--- config.mk ---
export PLATFORM = sky130hd
export DESIGN_NAME = usec_timer_bank
export DESIGN_NICKNAME = d
export VERILOG_FILES = /design/src/rtl/utimer_pkg.sv /design/src/rtl/utimer_tickgen.sv /design/src/rtl/utimer_evt_ch.sv /design/src/rtl/utimer_stamp.sv /design/src/rtl/usec_timer_bank.sv
export SDC_FILE = /design/constraint.sdc
export NUM_CORES = 1
export LEC_CHECK = 0
export ABC_AREA = 0
export BUFFER_PORTS_ARGS = -buffer_cell sky130_fd_sc_hd__buf_2
export CORE_AREA = 4 4 192 176
export DETAILED_ROUTE_END_ITERATION = 10
export DIE_AREA = 0 0 196 180
export PLACE_DENSITY = 0.66
export SYNTH_ARGS = -nofsm -noshare
export SYNTH_HDL_FRONTEND = slang
export SYNTH_HIERARCHICAL = 1
export SYNTH_SLANG_ARGS = --single-unit
export TNS_END_PERCENT = 5
--- constraint.sdc ---
create_clock -name clk -period 2.87 [get_ports clk]
set_input_delay 0.574 -clock clk [delete_from_list [all_inputs] [get_ports clk]]
set_output_delay 0.574 -clock clk [all_outputs]
set_load 0.02 [all_outputs]
--- src/rtl/utimer_pkg.sv ---
package utimer_pkg;
    localparam int N_EVT     = 4;
    localparam int EVT_W     = 16;
    localparam int STAMP_W   = 32;
    localparam int N_DEC     = 3;
    localparam int N_RATE    = N_DEC + 2;
    localparam int ADDR_W    = 5;
    localparam int DATA_W    = 32;
    localparam int ESEL_W    = 3;
    localparam int STB_LSB   = 8;
    localparam int PER_LSB   = 12;
    localparam int EN_LSB    = 16;
    localparam int WIDX_STMP = N_EVT + 1;

    typedef enum logic {
        CH_HALT = 1'b0,
        CH_RUN  = 1'b1
    } ch_state_e;
endpackage

--- src/rtl/utimer_tickgen.sv ---
module utimer_tickgen
    import utimer_pkg::*;
#(
    parameter int CLK_PER_US = 250,
    parameter int DEC_RATIO  = 10
) (
    input  logic              clk,
    input  logic              rst_n,
    output logic [N_RATE-1:0] tick_o
);
    localparam int PW = (CLK_PER_US > 1) ? $clog2(CLK_PER_US) : 1;
    localparam int DW = $clog2(DEC_RATIO);

    logic [PW-1:0] pre_q;
    logic [N_DEC:0] stage;

    assign stage[0] = (pre_q == PW'(CLK_PER_US - 1));

    always_ff @(posedge clk) begin
        if (!rst_n)        pre_q <= '0;
        else if (stage[0]) pre_q <= '0;
        else               pre_q <= pre_q + PW'(1);
    end

    for (genvar d = 0; d < N_DEC; d++) begin : g_dec
        logic [DW-1:0] dec_q;
        always_ff @(posedge clk) begin
            if (!rst_n) dec_q <= '0;
            else if (stage[d]) dec_q <= (dec_q == DW'(DEC_RATIO - 1)) ? '0 : dec_q + DW'(1);
        end
        assign stage[d+1] = stage[d] && (dec_q == DW'(DEC_RATIO - 1));
    end

    assign tick_o = {stage, 1'b1};

    if (CLK_PER_US > 1) begin : g_chk

        us_spacing_chk: assert property (@(posedge clk) disable iff (!rst_n)
            stage[0] |=> !stage[0]);
    end
endmodule

--- src/rtl/utimer_evt_ch.sv ---
module utimer_evt_ch
    import utimer_pkg::*;
#(
    parameter int CNT_W = EVT_W
) (
    input  logic             clk,
    input  logic             rst_n,
    input  logic             tick_i,
    input  logic             per_i,
    input  logic             ctl_wr_i,
    input  logic             ctl_en_i,
    input  logic             ld_i,
    input  logic [CNT_W-1:0] ld_val_i,
    output logic             run_o,
    output logic [CNT_W-1:0] cnt_o,
    output logic             irq_o
);
    ch_state_e state_q, state_d;
    logic [CNT_W-1:0] cnt_q, rel_q;
    logic irq_q;
    logic halt_req, step, at_one, at_zero, fire, os_end;

    assign halt_req = ctl_wr_i && !ctl_en_i;
    assign step     = (state_q == CH_RUN) && tick_i && !ld_i && !halt_req;
    assign at_one   = (cnt_q == CNT_W'(1));
    assign at_zero  = (cnt_q == '0);
    assign fire     = step && at_one;
    assign os_end   = step && !per_i && (at_one || at_zero) && !ctl_wr_i;

    always_comb begin
        state_d = state_q;
        unique case (state_q)
            CH_HALT: if (ctl_wr_i && ctl_en_i) state_d = CH_RUN;
            CH_RUN:  if (halt_req || os_end)   state_d = CH_HALT;
            default: state_d = CH_HALT;
        endcase
    end

    always_ff @(posedge clk) begin
        if (!rst_n) state_q <= CH_HALT;
        else        state_q <= state_d;
    end

    always_ff @(posedge clk) begin
        if (!rst_n) begin
            cnt_q <= '0;
            rel_q <= '0;
            irq_q <= 1'b0;
        end else begin
            irq_q <= fire;
            if (ld_i) begin
                cnt_q <= ld_val_i;
                rel_q <= ld_val_i;
            end else if (step) begin
                if (at_zero) cnt_q <= per_i ? rel_q : '0;
                else         cnt_q <= cnt_q - CNT_W'(1);
            end
        end
    end

    assign run_o = (state_q == CH_RUN);
    assign cnt_o = cnt_q;
    assign irq_o = irq_q;


    irq_single_chk: assert property (@(posedge clk) disable iff (!rst_n)
        irq_q |=> !irq_q);

    irq_zero_chk: assert property (@(posedge clk) disable iff (!rst_n)
        irq_q |-> cnt_q == '0);

    os_halt_chk: assert property (@(posedge clk) disable iff (!rst_n)
        (irq_q && !$past(per_i) && !$past(ctl_wr_i)) |-> state_q == CH_HALT);

    halt_hold_chk: assert property (@(posedge clk) disable iff (!rst_n)
        (state_q == CH_HALT && !ld_i) |=> $stable(cnt_q));
endmodule

--- src/rtl/utimer_stamp.sv ---
module utimer_stamp
    import utimer_pkg::*;
#(
    parameter int W = STAMP_W
) (
    input  logic              clk,
    input  logic              rst_n,
    input  logic              en_i,
    input  logic [ESEL_W-1:0] sel_i,
    input  logic [N_RATE-1:0] tick_i,
    input  logic              ld_i,
    input  logic [W-1:0]      ld_val_i,
    output logic [W-1:0]      cnt_o
);
    logic [W-1:0] cnt_q;
    logic adv;

    assign adv = en_i && (int'(sel_i) < N_RATE) && tick_i[sel_i];

    always_ff @(posedge clk) begin
        if (!rst_n)   cnt_q <= '0;
        else if (ld_i) cnt_q <= ld_val_i;
        else if (adv)  cnt_q <= cnt_q + W'(1);
    end

    assign cnt_o = cnt_q;


    stamp_inc_chk: assert property (@(posedge clk) disable iff (!rst_n)
        (en_i && sel_i == '0 && !ld_i) |=> cnt_q == $past(cnt_q) + W'(1));

    stamp_hold_chk: assert property (@(posedge clk) disable iff (!rst_n)
        (!en_i && !ld_i) |=> $stable(cnt_q));

    stamp_dead_code_chk: assert property (@(posedge clk) disable iff (!rst_n)
        (int'(sel_i) >= N_RATE && !ld_i) |=> $stable(cnt_q));
endmodule

--- src/rtl/usec_timer_bank.sv ---
module usec_timer_bank
    import utimer_pkg::*;
#(
    parameter int CLK_PER_US = 250
) (
    input  logic              clk,
    input  logic              rst_n,
    input  logic              reg_we,
    input  logic [ADDR_W-1:0] reg_addr,
    input  logic [DATA_W-1:0] reg_wdata,
    output logic [DATA_W-1:0] reg_rdata,
    output logic [N_EVT-1:0]  irq_o
);
    logic [2:0] widx;
    logic ctl_wr;
    logic [N_RATE-1:0] ticks;
    logic [N_EVT-1:0][1:0] tb_q;
    logic [N_EVT-1:0] per_q, run;
    logic [ESEL_W-1:0] stb_q;
    logic sen_q;
    logic [N_EVT-1:0][EVT_W-1:0] evt_cnt;
    logic [STAMP_W-1:0] stamp_cnt;
    logic [DATA_W-1:0] ctrl_rd;

    assign widx   = reg_addr[4:2];
    assign ctl_wr = reg_we && (widx == 3'd0);

    utimer_tickgen #(.CLK_PER_US(CLK_PER_US)) u_tick (
        .clk(clk), .rst_n(rst_n), .tick_o(ticks));

    always_ff @(posedge clk) begin
        if (!rst_n) begin
            tb_q  <= '0;
            per_q <= '0;
            stb_q <= '0;
            sen_q <= 1'b0;
        end else if (ctl_wr) begin
            for (int i = 0; i < N_EVT; i++) begin
                tb_q[i]  <= reg_wdata[2*i +: 2];
                per_q[i] <= reg_wdata[PER_LSB + i];
            end
            stb_q <= reg_wdata[STB_LSB +: ESEL_W];
            sen_q <= reg_wdata[EN_LSB + N_EVT];
        end
    end

    for (genvar i = 0; i < N_EVT; i++) begin : g_evt
        logic [2:0] tsel;
        logic ld;
        assign tsel = 3'(tb_q[i]) + 3'd1;
        assign ld   = reg_we && (widx == 3'(i + 1));
        utimer_evt_ch #(.CNT_W(EVT_W)) u_ch (
            .clk(clk), .rst_n(rst_n), .tick_i(ticks[tsel]), .per_i(per_q[i]),
            .ctl_wr_i(ctl_wr), .ctl_en_i(reg_wdata[EN_LSB + i]),
            .ld_i(ld), .ld_val_i(reg_wdata[EVT_W-1:0]),
            .run_o(run[i]), .cnt_o(evt_cnt[i]), .irq_o(irq_o[i]));
    end

    utimer_stamp #(.W(STAMP_W)) u_stamp (
        .clk(clk), .rst_n(rst_n), .en_i(sen_q), .sel_i(stb_q), .tick_i(ticks),
        .ld_i(reg_we && widx == 3'(WIDX_STMP)), .ld_val_i(reg_wdata[STAMP_W-1:0]),
        .cnt_o(stamp_cnt));

    always_comb begin
        ctrl_rd = '0;
        for (int i = 0; i < N_EVT; i++) begin
            ctrl_rd[2*i +: 2]    = tb_q[i];
            ctrl_rd[PER_LSB + i] = per_q[i];
            ctrl_rd[EN_LSB + i]  = run[i];
        end
        ctrl_rd[STB_LSB +: ESEL_W] = stb_q;
        ctrl_rd[EN_LSB + N_EVT]    = sen_q;
    end

    always_comb begin
        reg_rdata = '0;
        if (widx == 3'd0)                  reg_rdata = ctrl_rd;
        else if (widx == 3'(WIDX_STMP))    reg_rdata = DATA_W'(stamp_cnt);
        else if (int'(widx) <= N_EVT)      reg_rdata = DATA_W'(evt_cnt[widx - 3'd1]);
    end


    irq_run_chk: assert property (@(posedge clk) disable iff (!rst_n)
        |irq_o |-> $past(|run));
endmodule

* After elaboration in Yosys (flattened, before gate mapping)
Index checks and enable logic that the tools add are counted.
Widths: inputs -> output; s select.
** Word-level totals
- Flip-flop bits (word level) :: 204
- Bits of input ports :: 40
- Word-level logic and storage cells :: 199
- Output and inout port bits :: 36
** Operators by class
- Bitwise logic cells :: 5
- $lt $le $gt $ge :: 8
- Add/sub/neg operators :: 14
- Equality and inequality tests :: 13
- Multiplexer cells :: 48
- Reductions and logical operators :: 83
** Operators by type and width (number)
- $mux 16 :: 18
- $mux 32 :: 4
- $eq 16x1->1 const B :: 4
- $logic_not 16->1 :: 4
- $sub 16x1->16 const B :: 4
- $logic_and 1x1->1 :: 47
- $add 32x1->32 const B :: 1
- $bmux 16 s2 :: 1
- $lt 3x4->1 const B :: 5
- $logic_not 1->1 :: 17
- $bmux 1 s3 :: 5
- $mux 1 :: 13
- $add 2x1->3 const B :: 4
- $add 4x1->4 const B :: 3
- $eq 4x4->1 const B :: 3
- $mux 4 :: 3
- $reduce_bool 2->1 :: 5
- $add 8x1->8 const B :: 1
- $eq 8x8->1 const B :: 1
- $logic_or 1x1->1 :: 8
- $pmux 1 s2 :: 4
- $eq 3x2->1 const B :: 2
- $eq 3x3->1 const B :: 2
- $lt 3x3->1 const B :: 2
- other kinds (6) :: 10

* Longest topological paths before layout
Gate-level depths: netlist (run 1).
- Depth after elaboration :: 15
- Mapped depth :: 14
- Depth with buffers taken out :: 12

* By module
The synthesis (run 1) kept the hierarchy.
** Modules (own cells, without submodules)
- utimer_evt_ch :: area an instance 1901.8 sq um, instances 4, cells an instance 205
- usec_timer_bank :: area an instance 2073.2 sq um, instances 1, cells an instance 272
- utimer_stamp :: area an instance 1845.5 sq um, instances 1, cells an instance 224
- utimer_tickgen :: area an instance 1037.2 sq um, instances 1, cells an instance 112

* Worst setup path after synthesis (run 1)
Ideal clock, no wire load.
- Path type :: reg2reg
- From :: register u_tick.pre_q[0]
- To :: register g_evt[0].u_ch.cnt_q[8]
- Path buffers :: 2
- Setup slack :: 0.074 ns
- Setup time :: 0.116 ns
- Stages on the path, launching flop included :: 14
- Arrival :: 2.680 ns
- Cells stage by stage :: dfxtp_1 ha_1 nand4b_4 nor4_2 mux4_2 inv_1 o21ai_0 nand2_1 or3_1 clkbuf_1 clkbuf_1 o21ai_0 o221ai_2 o211a_1
** On the way
- Longest elaborated chain between the ends :: 10
** Ends and longest elaborated chain
- start, declared :: RTL line utimer_tickgen.sv:14 : logic [PW-1:0] pre_q;
- start signal, assigned :: RTL line utimer_tickgen.sv:22 : else pre_q <= pre_q + PW'(1);
- $eq 8x8->1 * :: RTL line utimer_tickgen.sv:17 : assign stage[0] = (pre_q == PW'(CLK_PER_US - 1));
- $logic_and 1x1->1 * :: RTL line utimer_tickgen.sv:31 : assign stage[d+1] = stage[d] && (dec_q == DW'(DEC_RATIO - 1));
- net ticks[2] :: RTL line usec_timer_bank.sv:16 : logic [N_RATE-1:0] ticks;
- $logic_and 1x1->1 (2 in a row) :: RTL line utimer_tickgen.sv:31
- $bmux 1 s3 * :: RTL line usec_timer_bank.sv:53 : .clk(clk), .rst_n(rst_n), .tick_i(ticks[tsel]), .per_i(per_q[i]),
- $mux 1 (not written as such) * :: RTL line usec_timer_bank.sv:53
- $logic_and 1x1->1 * (3 in a row) :: RTL line utimer_evt_ch.sv:24 : assign step = (state_q == CH_RUN) && tick_i && !ld_i && !halt_req;
- $reduce_bool 2->1 (no line) *
- end signal, assigned :: RTL line utimer_evt_ch.sv:52 : cnt_q <= ld_val_i;
- end signal, assigned :: RTL line utimer_evt_ch.sv:55 : if (at_zero) cnt_q <= per_i ? rel_q : '0;
- end signal, assigned :: RTL line utimer_evt_ch.sv:56 : else cnt_q <= cnt_q - CNT_W'(1);
- end, declared :: RTL line utimer_evt_ch.sv:19 : logic [CNT_W-1:0] cnt_q, rel_q;
The timed path passes the listed nets; every way through them passes the cells marked *. The select of a mux whose other input is x is not followed.
A chain may end at the register's enable or synchronous reset.

* Worst setup path after layout (run 1)
- From :: input reg_addr[3]
- To :: output reg_rdata[5]
** On the way
- Longest elaborated chain between the ends :: 6
** Ends and longest elaborated chain
- start, declared :: RTL line usec_timer_bank.sv:9 : input logic [ADDR_W-1:0] reg_addr,
- $sub 3x1->3 :: RTL line usec_timer_bank.sv:79 : else if (int'(widx) <= N_EVT) reg_rdata = DATA_W'(evt_cnt[widx - 3'd1]);
- $bmux 16 s2 :: RTL line usec_timer_bank.sv:79
- $mux 16 (not written as such) :: RTL line usec_timer_bank.sv:79
- $mux 16 :: RTL line usec_timer_bank.sv:79
- $mux 32 :: RTL line usec_timer_bank.sv:78 : else if (widx == 3'(WIDX_STMP)) reg_rdata = DATA_W'(stamp_cnt);
- $mux 32 * :: RTL line usec_timer_bank.sv:77 : if (widx == 3'd0) reg_rdata = ctrl_rd;
- end, declared :: RTL line usec_timer_bank.sv:11 : output logic [DATA_W-1:0] reg_rdata,
Every way passes the cells marked *; elsewhere a longest branch is shown, timed or not. The select of a mux whose other input is x is not followed.

==> out/summary.txt, run 1 <==
LEAKAGE - 0.00609 µW
Main combinational cell family by area after synthesis - compound AO/OA/AOI/OAI gates
DP Wirelength - 28200 µm
Layout area overhead - 17.4%
Final worst-path setup slack - -0.0254 ns
Worst VDD drop - 0.370 mV
Seq cells post-synth - 204
Synth Net Count - 1491
Share of layout cells above drive strength 1 - 21.6%
Max clock buf depth - 3
Clock skew - 0.0219 ns
DR pass1 iterations - 5
Class of the worst hold path - in -> reg
Worst slew pin tran - 0.752 ns
Row cnt - 62
Worst slew margin - 49.9%
Worst Path Arrival - 2.32 ns
CTS sink count - 204
Hold Violations, Final - 0
Crit Path Max Fanout - 22
Asr flop ratio synth - 0%
Critical path endpoint category - primary output
First-pass GRT wire length - 62600 µm
N_diodes - 0
Clock latency on the worst-skew pair - 0.54 ns
H-tree levels - 1
Final Slew Violations - 0
Placer Congestion - 0.936
Main area contributors after synthesis - dfxtp_1 33%, nand2_1 6.2%, o221ai_2 4.8%
Pwr per Cell Area - 511 mW/mm²
Post-Synth Adder-Cell Area - 2.29%
Vias per cell - 5.93
Core area - 0.0317 mm²
CTS clk-pin slew, worst paths - 0.06 ns
Die H - 180 µm
IO buf count - 73
Crit Path Class - in -> out
Mux share of post-synthesis cell area - 4.04%
Dpl cell area - 0.0138 mm²
Main synth FF type - dfxtp_1
CP Launch Type - input port
Fillers - 3025
Gr usage total - 21.7%
Post-Synth Simple-Gate Area - 21.2%
Routed WL - 40700 µm
Initial DRC Count - 1062
Initial antenna violation count - 0
Largest net degree at the start of global routing - 72
Run status - finished with violations
Synth Area in Compound Gates - 29.2%
Total power - 7540 µW
IO Count - 76
Placement Setup Slack - -0.0395 ns
XOR/XNOR Fraction of Synth Area - 5.86%
Failing checks - setup timing
Die footprint - 0.0353 mm²
Vias in the first global route - 10900
# DRC - 0
Most frequent cells in the layout - 208 x nand2_1, 203 x dfxtp_1, 94 x buf_4
Post-synthesis cell count - 1428
YS warnings - 6
Die X - 196 µm
Vias after detailed routing - 11600
GRT overflow - 0
Fmax - 345 MHz
Period utilization - 101%
Initial core utilization - 39.7%
Post-Syn Area - 0.0126 mm²
Final Net Count - 1593
Min Hold Slack - 0.317 ns
Unrepaired setup endpoints after global routing - true
Syn Area/Cell - 8.80 µm²
Most common cell after layout, fill and taps aside - nand2_1
Share of the synthesized area in the top cell type - 32.5%
Root buffer cell - clkbuf_16
CTS tree - done
Top cell type by total area after synthesis - dfxtp_1
Post-route minimum period - 2.90 ns
Remaining antenna violation count - 0
Wire per inst - 20.7 µm
# setup viols final - 2
Total CTS buffers - 24
EDFF count, synth - 0
Synth cell types - 69
Sequential element share of the synthesized area - 32.5%
Max_cap viols - 0
Post-route cell area - 0.0148 mm²
Worst path required time - 2.30 ns
## critical path, stage by stage
cell	delay [ns]
buf_2	0.11
inv_1	0.06
ha_1	0.31
buf_12	0.20
buf_4	0.18
mux2i_2	0.31
o221ai_1	0.19
o21a_1	0.19
buf_2	0.18
## flip-flops by register name (all words and copies together), names as in the netlist, 8 cells and up
name,flops
g_evt.u_ch/cnt_o,64
g_evt.u_ch/rel_q,64
u_stamp/cnt_o,32
u_tick/g_dec.dec_q,12
ctrl_rd,8
u_tick/pre_q,8
## metal layers
| layer | vias up | routed length, µm | global-route usage [%] |
|---|---|---|---|
| met5 | - | 0 | 0 |
| met4 | 0 | 1510 | 7.09 |
| met3 | 90 | 2850 | 3.52 |
| met2 | 430 | 18000 | 33.7 |
| met1 | 5587 | 18300 | 30.6 |
| li1 | 5539 | - | - |
## cells by family after synthesis
| group | after synthesis |
|---|---|
| compound gates | 472 |
| other cells | 1 |
| xor+xnor | 84 |
| fa+ha+maj | 23 |
| mux | 44 |
| buf+inv | 127 |
| flops | 204 |
| simple gates | 473 |
## worst paths after layout
| check | cells after the start | slack, ns | endpoint | start |
|---|---|---|---|---|
| worst max register to register | 12 | 0.14 | g_evt[3].u_ch/cnt_o[3]$_SDFFE_PN0P_ | u_tick/pre_q[6]$_SDFF_PP0_ |
| worst max-delay path | 9 | -0.03 | reg_rdata[5] | reg_addr[3] |
| worst min register to register | 2 | 0.48 | g_evt[1].u_ch/rel_q[0]$_SDFFE_PN0P_ | g_evt[1].u_ch/rel_q[0]$_SDFFE_PN0P_ |
| worst min-delay path | 3 | 0.32 | sen_q$_SDFFE_PN0P_ | reg_wdata[20] |
## cell usage after synthesis, types with 6 or more instances
cell,count
nand2_1,208
dfxtp_1,204
o21ai_0,99
a21boi_0,77
clkbuf_1,71
xor2_1,61
nor2_1,59
o211a_1,56
a21oi_1,48
o221ai_2,40
mux2i_1,35
o221ai_1,31
inv_1,28
and3_1,24
ha_1,23
o211ai_1,23
xnor2_1,23
o21a_1,20
o21ai_1,20
nand3_1,19
nand4b_1,19
nand4_1,17
nor4_1,15
buf_6,14
nor2b_1,12
nor3_1,12
o31ai_1,12
o2111ai_1,11
and2_1,9
nor3b_1,9
buf_2,8
nor3b_2,8
or3_1,8
a21boi_1,7
a31oi_1,6
nor4_2,6
nor4_4,6
## per-stage QoR
stage,utilization [%],std cells,TNS (ns)
3_5_place_dp,43.5,1918,-0.349
2_1_floorplan,-,1428,0
6_report,46.6,1964,-0.0473
5_1_grt,46.6,1964,-0.386
3_3_place_gp,43.5,1918,-0.0351
4_1_cts,46.2,1962,0
## what timing repair did
item | in CTS | in global routing
pin swaps | 0 | 4
gates resized for setup | 5 | 33
hold buffers | 0 | 0
endpoints found under the setup margin | 30 | 85
buffers inserted | 0 | 1
gates cloned | 0 | 1
## power breakdown
group          total [µW]  leakage [µW]  internal, µW  switching [µW]
sequential           3030       0.00165          2910             113
clock                3300      0.000420          2010            1280
combinational        1220       0.00402           458             760
## cell type report
class                   count  area, µm²  share of cell area, %
clock buffers              33        716                   4.85
inverters                  30        113                  0.763
multi-input cells        1097       7990                   54.1
well taps                 416        520                   3.53
repair buffers            173       1190                   8.10
clock inverters            11        139                  0.941
flip-flops and latches    204       4090                   27.7
Note: power is estimated with default switching activity, not from simulation.
==> inputs of run 2 (changes only) <==
- PLACE_DENSITY: 0.66 -> not set
==> out/summary.txt, run 2 (synthesis gave the netlist of run 1 again) <==
DR pass1 iterations - 5 (unchanged)
IO Count - 76 (unchanged)
CTS sink count - 204 (unchanged)
Remaining antenna violation count - 0 (unchanged)
Max clock buf depth - 3 (unchanged)
Clock latency on the worst-skew pair - 0.53 ns (about the same)
Worst Path Buf+Inv - 4 (-1)
# DRC - 0 (unchanged)
GRT overflow - 0 (unchanged)
Pwr per Cell Area - 502 mW/mm² (-1.7%)
DR WL met2 - 18200 µm (+0.88%)
Share of layout cells above drive strength 1 - 20.5% (-1.1 points)
Initial DRC Count - 937 (-12%)
Max_cap viols - 0 (unchanged)
Finished Layout Cells - 1957 (-0.36%)
First-pass GRT wire length - 63600 µm (+1.5%)
Final Slew Violations - 0 (unchanged)
Final Net Count - 1587 (-0.38%)
CP max stage cell - mux2i_1
Crit-path most repeated cell - buf_2
M1 wire length - 18800 µm (+2.5%)
Vias in the first global route - 10900 (-0.083%)
Dpl cells - 1906 (-0.63%)
Fillers - 3096 (+2.3%)
Gr usage total - 22.2% (+0.51 points)
CP Cell Sequence - buf_2 > inv_1 > ha_4 > buf_12 > mux2i_1 > o221ai_1 > o21a_1 > buf_2
Row cnt - 62 (unchanged)
Placement Setup Slack - -0.0858 ns (-0.0462 ns)
CTS clk-pin slew, worst paths - 0.05 ns (about the same)
Die footprint - 0.0353 mm² (unchanged)
Post-route minimum period - 2.83 ns (-0.0699 ns)
Vias after detailed routing - 11500 (-1.4%)
Delay-heaviest family, CP - buffers and inverters
Worst slew margin - 47.1% (-2.7 points)
DP Wirelength - 28300 µm (+0.35%)
Root buffer cell - clkbuf_16
Layout area overhead - 15.8%
Final worst-path setup slack - 0.0445 ns (+0.0699 ns)
Routed WL - 40900 µm (+0.30%)
Initial antenna violation count - 0 (unchanged)
DR WL met3 - 2240 µm (-21%)
Most common cell after layout, fill and taps aside - nand2_1
Crit Path Max Fanout - 20 (-9.1%)
Core area - 0.0317 mm² (unchanged)
LEAKAGE - 0.00601 µW (-1.4%)
Die H - 180 µm (unchanged)
Run status - finished, final reports clean
Total power - 7310 µW (-3.0%)
Fmax - 354 MHz (+2.5%)
Class of the worst hold path - in -> reg
Clock skew - 0.0229 ns (+0.00107 ns)
Wire per inst - 20.9 µm (+0.66%)
Top sig layer - met4
Fin util - 46.0% (-0.65 points)
CP Launch Type - input port
# setup viols final - 0 (-2)
Die X - 196 µm (unchanged)
CTS Hold Bufs - 0 (unchanged)
Crit Path Class - in -> out
Unrepaired setup endpoints after global routing - true
Placer Congestion - 0.907 (-3.1%)
Initial core utilization - 39.7% (unchanged)
H-tree levels - 1 (unchanged)
Hold Violations, Final - 0 (unchanged)
Worst Path Arrival - 2.25 ns (-0.07 ns)
Worst slew pin tran - 0.793 ns (+0.0408 ns)
IO buf count - 73 (unchanged)
CTS tree - done
Total CTS buffers - 25 (+4.2%)
Largest net degree at the start of global routing - 79 (+9.7%)
Slowest stage delay, CP - 0.41 ns (+0.10 ns)
Worst path required time - 2.30 ns (about the same)
Worst VDD drop - 0.396 mV (+6.9%)
Vias per cell - 5.87 (-1.1%)
Period utilization - 98.5% (-2.4 points)
Critical path endpoint category - primary output
Most frequent cells in the layout - 206 x nand2_1, 203 x dfxtp_1, 92 x o21ai_0
run 2: per-layer routing:
metal / GRT usage [%] / vias to the layer above
met5: 0 / -
met4: 8.32 / 0
met3: 2.30 / 77
met2: 34.1 / 346
met1: 32.1 / 5541
li1: - / 5517
run 2: metrics by stage:
step | hold WS, ns | area [µm²] | setup TNS, ns
after floorplan | 0.441 | 12600 | 0
after global placement | 0.469 | 13600 | -1.74
after detailed placement | 0.473 | 13600 | -1.24
after CTS | 0.312 | 14400 | -0.00167
after global routing | 0.344 | 14500 | -0.107
final | 0.332 | 14600 | 0
run 2: path summary, 6_finish.rpt:
check | start | endpoint | slack, ns | cells after the start
setup / recovery | reg_addr[3] | reg_rdata[3] | 0.04 | 8
hold / removal | reg_wdata[22] | u_stamp/cnt_o[22]$_SDFFE_PN0P_ | 0.33 | 3
setup reg to reg | u_tick/g_dec[1].dec_q[3]$_SDFFE_PN0N_ | g_evt[1].u_ch/cnt_o[8]$_SDFFE_PN0P_ | 0.13 | 12
hold reg to reg | g_evt[3].u_ch/rel_q[15]$_SDFFE_PN0P_ | g_evt[3].u_ch/rel_q[15]$_SDFFE_PN0P_ | 0.48 | 2
run 2: repair_timing:
action | 4_1_cts | 5_1_grt
endpoints found under the setup margin | 33 | 84
pin swaps | 1 | 5
hold endpoints to repair | 0 | 0
gates resized for setup | 5 | 24
setup buffers | 2 | 5
run 2: cell type report:
class	count	area [µm²]	share of cell area, %
antenna	1	2.50	0.0172
inverter	30	113	0.774
tap	416	520	3.58
multi-input combinational	1097	7940	54.6
clock inverter	6	83.8	0.576
timing repair buffer	166	1100	7.58
sequential	204	4090	28.1
clock buffer	37	701	4.82
run 2: power breakdown:
part	internal (µW)	switching, µW	total, µW
clock	1860	1240	3090
sequential	2910	113	3030
combinational	439	751	1190
total	5210	2100	7310
run 2: worst reg2reg max path, cell delays in order, from the launching register on:
cell and delay (ns):
dfxtp_2 0.34, or3b_4 0.42, nor4_4 0.24, buf_4 0.15
mux4_2 0.22, inv_1 0.05, o21ai_2 0.14, nand2_2 0.10
or3_4 0.41, buf_4 0.18, o21ai_0 0.12, o221ai_2 0.13
o211a_1 0.14
